<file path="config.mk">
export PLATFORM = sky130hd
export DESIGN_NAME = tone_burst_dds
export DESIGN_NICKNAME = d
export VERILOG_FILES = /design/src/rtl/tone_burst_pkg.sv /design/src/rtl/tbd_sine_rom.sv /design/src/rtl/tbd_env_ctrl.sv /design/src/rtl/tbd_mix.sv /design/src/rtl/tone_burst_dds.sv
export SDC_FILE = /design/constraint.sdc
export NUM_CORES = 1
export LEC_CHECK = 0
export ABC_AREA = 1
export ABC_CLOCK_PERIOD_IN_PS = 5600
export BUFFER_PORTS_ARGS = -buffer_cell sky130_fd_sc_hd__buf_2
export CAP_MARGIN = 0
export CORE_ASPECT_RATIO = 1.4
export CORE_MARGIN = 4
export CORE_UTILIZATION = 35
export CTS_CLUSTER_SIZE = 10
export DETAILED_ROUTE_END_ITERATION = 16
export PLACE_DENSITY = 0.48
export SLEW_MARGIN = 20
export SYNTH_ARGS = -nofsm -noshare
export SYNTH_HDL_FRONTEND = slang
export SYNTH_SLANG_ARGS = --single-unit
</file>
<file path="constraint.sdc">
create_clock -name clk_i -period 5.6 [get_ports clk_i]
set_clock_uncertainty 0.05 [all_clocks]
set_input_delay 0.56 -clock clk_i [delete_from_list [all_inputs] [get_ports clk_i]]
set_output_delay 0.56 -clock clk_i [all_outputs]
set_load 0.01 [all_outputs]
</file>
<file path="src/rtl/tone_burst_pkg.sv">
package tone_burst_pkg;

  // Rounded, offset sine value for table slot i of n.
  function automatic int sine_entry(int i, int n, int offset, int peak);
    real r;
    r = real'(peak) * $sin(2.0 * 3.14159265358979 * real'(i) / real'(n));
    if (r >= 0.0) sine_entry = offset + $rtoi(r + 0.5);
    else          sine_entry = offset - $rtoi(0.5 - r);
  endfunction

endpackage

</file>
<file path="src/rtl/tbd_sine_rom.sv">
module tbd_sine_rom #(
  parameter int AW     = 8,
  parameter int TW     = 12,
  parameter int OFFSET = 1024,
  parameter int PEAK   = 1000
) (
  input  logic [AW-1:0] idx_i,
  output logic [TW-1:0] val_o
);
  import tone_burst_pkg::*;
  localparam int DEPTH = 2 ** AW;

  logic [TW-1:0] rom [DEPTH];

  for (genvar i = 0; i < DEPTH; i++) begin : g_rom
    localparam int V = sine_entry(i, DEPTH, OFFSET, PEAK);
    assign rom[i] = TW'(V);
  end

  assign val_o = rom[idx_i];
endmodule

</file>
<file path="src/rtl/tbd_env_ctrl.sv">
module tbd_env_ctrl #(
  parameter int DW   = 32,
  parameter int AW   = 8,
  parameter int GW   = 8,
  parameter int NB   = 11,
  parameter int GMAX = 16,
  parameter int RAMP = 256
) (
  input  logic          clk_i,
  input  logic          rst_ni,
  input  logic          sample_i,
  input  logic [DW-1:0] inc_i,
  input  logic [DW-1:0] dur_i,
  input  logic [DW-1:0] rep_i,
  input  logic [GW-1:0] gain_i,
  input  logic [DW-1:0] rand_i,
  output logic          s1_vld_o,
  output logic          s1_active_o,
  output logic [AW-1:0] s1_idx_o,
  output logic [DW-1:0] s1_noise_o,
  output logic [DW-1:0] s1_amp_o,
  output logic [DW-1:0] amp_o,
  output logic [DW-1:0] cnt_o
);
  localparam int GSH = $clog2(GMAX);
  localparam logic [DW-1:0] RAMP_V = DW'(RAMP);

  logic [DW-1:0] acc_q, cnt_q, amp_q;
  logic [DW-1:0] acc_nx, cnt_nx, amp_nx, noise;
  logic [DW:0]   cnt_p1;
  logic [GW-1:0] gain_c;
  logic          active, in_hold;
  logic          unused_rand;

  assign unused_rand = ^rand_i[DW-1:NB];

  always_comb begin
    acc_nx  = acc_q + inc_i;
    active  = cnt_q < dur_i;
    cnt_p1  = {1'b0, cnt_q} + (DW+1)'(1);
    cnt_nx  = (cnt_p1 < {1'b0, rep_i}) ? cnt_p1[DW-1:0] : '0;
    in_hold = ({1'b0, cnt_q} + (DW+1)'(RAMP)) < {1'b0, dur_i};
    gain_c  = (gain_i > GW'(GMAX)) ? GW'(GMAX) : gain_i;
    noise   = (DW'(rand_i[NB-1:0]) * DW'(gain_c)) >> GSH;
    if (!active)              amp_nx = '0;
    else if (cnt_q < RAMP_V)  amp_nx = (amp_q >= RAMP_V) ? RAMP_V : amp_q + 1'b1;
    else if (in_hold)         amp_nx = RAMP_V;
    else                      amp_nx = (amp_q == '0) ? '0 : amp_q - 1'b1;
  end

  always_ff @(posedge clk_i or negedge rst_ni) begin
    if (!rst_ni) begin
      acc_q       <= '0;
      cnt_q       <= '0;
      amp_q       <= '0;
      s1_vld_o    <= 1'b0;
      s1_active_o <= 1'b0;
      s1_idx_o    <= '0;
      s1_noise_o  <= '0;
      s1_amp_o    <= '0;
    end else begin
      s1_vld_o <= sample_i;
      if (sample_i) begin
        acc_q       <= acc_nx;
        cnt_q       <= cnt_nx;
        amp_q       <= amp_nx;
        s1_active_o <= active;
        s1_idx_o    <= acc_nx[DW-1 -: AW];
        s1_noise_o  <= noise;
        s1_amp_o    <= amp_nx;
      end
    end
  end

  assign amp_o = amp_q;
  assign cnt_o = cnt_q;
endmodule

</file>
<file path="src/rtl/tbd_mix.sv">
module tbd_mix #(
  parameter int          DW     = 32,
  parameter int          AW     = 8,
  parameter int          TW     = 12,
  parameter int          OW     = 16,
  parameter int          RAMP   = 256,
  parameter logic [15:0] PREFIX = 16'h3000
) (
  input  logic          clk_i,
  input  logic          rst_ni,
  input  logic          s1_vld_i,
  input  logic          s1_active_i,
  input  logic [AW-1:0] s1_idx_i,
  input  logic [DW-1:0] s1_noise_i,
  input  logic [DW-1:0] s1_amp_i,
  output logic          s2_vld_o,
  output logic [OW-1:0] word_o,
  output logic          word_vld_o
);
  localparam int SH = $clog2(RAMP);

  logic [TW-1:0] tbl_val;
  logic [DW-1:0] s2_sum, s2_amp, prod, prod_sh;
  logic          s2_active;
  logic          unused_hi;

  tbd_sine_rom #(.AW(AW), .TW(TW)) rom_i (
    .idx_i (s1_idx_i),
    .val_o (tbl_val)
  );

  assign prod      = s2_sum * s2_amp;
  assign prod_sh   = prod >> SH;
  assign unused_hi = ^prod_sh[DW-1:OW];

  always_ff @(posedge clk_i or negedge rst_ni) begin
    if (!rst_ni) begin
      s2_vld_o   <= 1'b0;
      s2_active  <= 1'b0;
      s2_sum     <= '0;
      s2_amp     <= '0;
      word_vld_o <= 1'b0;
      word_o     <= '0;
    end else begin
      s2_vld_o   <= s1_vld_i;
      word_vld_o <= s2_vld_o;
      if (s1_vld_i) begin
        s2_sum    <= DW'(tbl_val) + s1_noise_i;
        s2_amp    <= s1_amp_i;
        s2_active <= s1_active_i;
      end
      if (s2_vld_o)
        word_o <= s2_active ? (prod_sh[OW-1:0] | OW'(PREFIX)) : OW'(PREFIX);
    end
  end
endmodule

</file>
<file path="src/rtl/tone_burst_dds.sv">
module tone_burst_dds #(
  parameter int DW = 32,
  parameter int AW = 8,
  parameter int GW = 8,
  parameter int OW = 16
) (
  input  logic          clk_i,
  input  logic          rst_ni,
  input  logic          sample_i,
  input  logic [DW-1:0] phase_inc_i,
  input  logic [DW-1:0] duration_i,
  input  logic [DW-1:0] repeat_i,
  input  logic [GW-1:0] noise_gain_i,
  input  logic [DW-1:0] rand_i,
  output logic [OW-1:0] dac_word_o,
  output logic          dac_valid_o,
  output logic          marker_o
);
  logic          s1_vld, s1_active, s2_vld;
  logic [AW-1:0] s1_idx;
  logic [DW-1:0] s1_noise, s1_amp, amp_q, cnt_q;
  logic          marker_q;

  tbd_env_ctrl #(.DW(DW), .AW(AW), .GW(GW)) env_i (
    .clk_i       (clk_i),
    .rst_ni      (rst_ni),
    .sample_i    (sample_i),
    .inc_i       (phase_inc_i),
    .dur_i       (duration_i),
    .rep_i       (repeat_i),
    .gain_i      (noise_gain_i),
    .rand_i      (rand_i),
    .s1_vld_o    (s1_vld),
    .s1_active_o (s1_active),
    .s1_idx_o    (s1_idx),
    .s1_noise_o  (s1_noise),
    .s1_amp_o    (s1_amp),
    .amp_o       (amp_q),
    .cnt_o       (cnt_q)
  );

  tbd_mix #(.DW(DW), .AW(AW), .OW(OW)) mix_i (
    .clk_i       (clk_i),
    .rst_ni      (rst_ni),
    .s1_vld_i    (s1_vld),
    .s1_active_i (s1_active),
    .s1_idx_i    (s1_idx),
    .s1_noise_i  (s1_noise),
    .s1_amp_i    (s1_amp),
    .s2_vld_o    (s2_vld),
    .word_o      (dac_word_o),
    .word_vld_o  (dac_valid_o)
  );

  always_ff @(posedge clk_i or negedge rst_ni) begin
    if (!rst_ni)       marker_q <= 1'b0;
    else if (sample_i) marker_q <= 1'b1;
    else if (s2_vld)   marker_q <= 1'b0;
  end

  assign marker_o = marker_q;
endmodule

</file>
==> metrics <==
delay-heaviest family, CP adder cells; vias in the first global route around 26000; fillcell total about 8400; clk_lat worst skew approximately 500 ps; part of the power in registers between 10 and 15%; maxcap violations 0; pwr/cell area 524 nW/um^2; root buf cell clkbuf_16; min-delay worst type primary input to async pin; Residual DRC 0; initial antenna violation count 0; synthesized area approximately 28000 sq um; number of synthesized flops with an enable pin 0; synth unique cells 62; DR iter-0 viols 1365; detailed-route via count roughly 26000; Die Wd around 250 microns; Reg2Reg Launch Point mix_i.s2_amp[8]; Hold Vio Cnt, Final 0; leakage power approximately 18 nW; Synth async-reset ratio 100%; clock buffer count from CTS 17; die area ~83000 sq um; CP Capture Type flop; Final WS setup -138 ps; Sw Ratio between 50% and 60%; first-pass GRT wire length 145000 microns; Avg WL per Cell approximately 17 microns; Clock Power Share 7.1%; Vias/cell 4.80; Int Power 0.00762 W; gr usage total between 20% and 30%; Worst Path Max Fanout 13; reg-to-reg setup timing slack -140 ps; I/O pins around 160; H-tree level count 4; Crit-path slowest cell fa_1; VDD IR max between 0.0003 and 0.0004 V; CTS max path bufs 2; Worst-path clk slew roughly 80 ps; register area share after synthesis 15.6%; r2r endpoint mix_i.word_o[15]; violated checks setup timing; Max Slew Vio Count 0; Initial Util a little over a third; crit-path cells buf_12 -> nand2_1 -> inv_1 -> fa_1 -> fa_1 -> inv_1 -> fa_1 -> fa_1 -> inv_1 -> fa_1 -> fa_1 -> inv_1 -> fa_1 -> inv_1 -> ha_4 -> inv_1 -> nor3_4 -> nand2_1 -> or2_4 -> and3_4 -> inv_1 -> nand2_1 -> nand3_1 -> nand2_1; die height between 300 and 400 microns; Setup Viol. Count Final 2; Area Overhead vs Synth 17.2%; row count about 120; crit path kind flop to flop; HPWL Detailed ~75000 microns; critical path endpoint mix_i.word_o[15]; Setup crit start kind flop; placed cell area between 30000 and 40000 sq um; largest net degree at the start of global routing roughly 100; period utilization 102%; most frequent cells in the layout nand2_1, inv_1, nor2_1; crit path from mix_i.s2_amp[8]; CP Buf/Inv Count 8; Slew HR about a third; TritonRoute pass-1 iters 5; clock sink total approximately 170; synthesized instance count between 4000 and 5000; ys flop type dfrtp_1; combinational power share ~80%; CTS tree done; mean post-synth cell area just under 7 sq um; status finished, violations left; core area 78000 sq um; Routed Antenna Nets 0; Sw Pwr between 0.009 and 0.01 W; most common cell after layout, fill and taps aside nand2_1; Worst Tran Pin Value between 900 and 1000 ps; WP depth 24; yosys warns 0; multi-input logic area 20200 sq um; Hold Slack between 40 and 50 ps; Post-Layout Inst Area 32300 sq um; critical path's largest stage delay about 530 ps; I/O Buffers 135; routability congestion estimate from global placement around 0.96; layout net count about 5000; Tmin final about 5700 ps; TNS Setup -187 ps; DRT Wirelength a little over 90000 microns; Max Clock Freq ~0.17 GHz; total gr overflow 0; #FFs+latches synth 172; Req. time, crit path 5930 ps; layout cells sized above 1 roughly 14%; register area around 4300 sq um; FF-to-FF path depth 24; critical path arrival roughly 6000 ps; Hold-fix buffers, CTS 0; RSZ-0062 raised after global routing true
how the worst min path moves through the flow:
stage	from	to	cells after the start
2_1_floorplan	rst_ni	env_i.acc_q[0]	0
3_3_place_gp	env_i.acc_q[0]	env_i.acc_q[0]	2
3_5_place_dp	mix_i.word_o[14]	mix_i.word_o[14]	2
4_1_cts	rst_ni	mix_i.s2_amp[5]	1
5_1_grt	rst_ni	mix_i.s2_amp[6]	1
6_report	rst_ni	mix_i.s2_amp[4]	1
flip-flops by register name, indices dropped and copies added, names as in the netlist, 15 cells and up:
| register | flops |
|---|---|
| env_i.s1_amp_o | 32 |
| mix_i.s2_sum | 16 |
| env_i.s1_noise_o | 15 |
| env_i.cnt_o | 32 |
| env_i.acc_q | 32 |
| mix_i.word_o | 15 |
| mix_i.s2_amp | 24 |
stage by stage:
step	cells	total power [W]	setup WS (ps)	utilization, %
after floorplan	4073	0.0100	9.41	-
after global placement	5311	0.0145	-335	39.7
after detailed placement	5311	0.0144	-352	39.7
after CTS	5360	0.0166	-223	41.0
after global routing	5365	0.0187	-409	41.4
final	5366	0.0169	-138	41.4
final cells by class:
class / instances / area share, %
timing repair buffer: 356 / 8.49
tap: 1045 / 4.05
multi-input combinational: 2908 / 62.5
clock inverter: 13 / 0.333
sequential: 172 / 13.4
clock buffer: 19 / 1.34
inverter: 852 / 9.93
antenna: 1 / 0.00775
cell usage after synthesis (3+ instances only):
cell / number / area, sq um
a211oi_1: 9 / 67.6
a21boi_0: 4 / 30.0
a21o_1: 8 / 60.1
a21oi_1: 199 / 996
a22oi_1: 3 / 22.5
a31oi_1: 20 / 125
and3_1: 4 / 25.0
buf_2: 17 / 85.1
buf_4: 6 / 45.0
buf_6: 5 / 56.3
clkbuf_1: 109 / 409
clkinv_1: 6 / 22.5
dfrtp_1: 172 / 4300
fa_1: 244 / 4880
ha_1: 276 / 3450
inv_1: 844 / 3170
nand2_1: 1088 / 4080
nand2_2: 7 / 43.8
nand3_1: 169 / 846
nand3_2: 3 / 30.0
nand3b_1: 10 / 75.1
nand4_1: 75 / 469
nor2_1: 283 / 1060
nor2_2: 15 / 93.8
nor2_4: 8 / 90.1
nor3_1: 29 / 145
nor4_1: 17 / 106
o2111ai_1: 3 / 26.3
o211ai_1: 12 / 90.1
o21a_1: 12 / 90.1
o21ai_0: 178 / 891
o21ai_1: 13 / 65.1
o21bai_1: 10 / 75.1
o221ai_1: 7 / 61.3
o22ai_1: 7 / 43.8
o311ai_0: 3 / 26.3
o31ai_1: 12 / 90.1
or2_2: 18 / 113
xnor2_1: 32 / 280
xor2_1: 70 / 613
power by group through the flow:
stage,registers (W),clock network (W),logic [W]
6_report,0.00215,0.00120,0.0136
5_1_grt,0.00221,0.00129,0.0152
4_1_cts,0.00215,0.00125,0.0132
3_5_place_dp,0.00217,0,0.0123
3_3_place_gp,0.00216,0,0.0123
2_1_floorplan,0.00191,0,0.00811
kinds of logic after synthesis:
logic type / synth area share, %
AOI/OAI and AO/OA: 10.4
xor gates and xnor gates: 3.24
adders and majority gates: 30.3
buffers and inverters: 13.9
DFF: 15.6
other: 0.0272
and+or+nand+nor: 26.6
routing by layer:
layer  part of all wire (%)  wire (microns)  vias up  GRT usage [%]
li1                       -               -    13000              -
met1                     41           37200    12000           26.0
met2                     52           47400      531           40.5
met3                    3.2            2920      151           2.43
met4                    4.3            3890        0           8.76
met5                      0               0        -              0
timing repair:
| action | in CTS | in global routing |
|---|---|---|
| buffers inserted | 18 | 7 |
| pin swaps | 33 | 52 |
| setup endpoints to repair | 9 | 9 |
| gates resized for setup | 97 | 78 |
No activity file was read; power rests on OpenSTA's default activity.
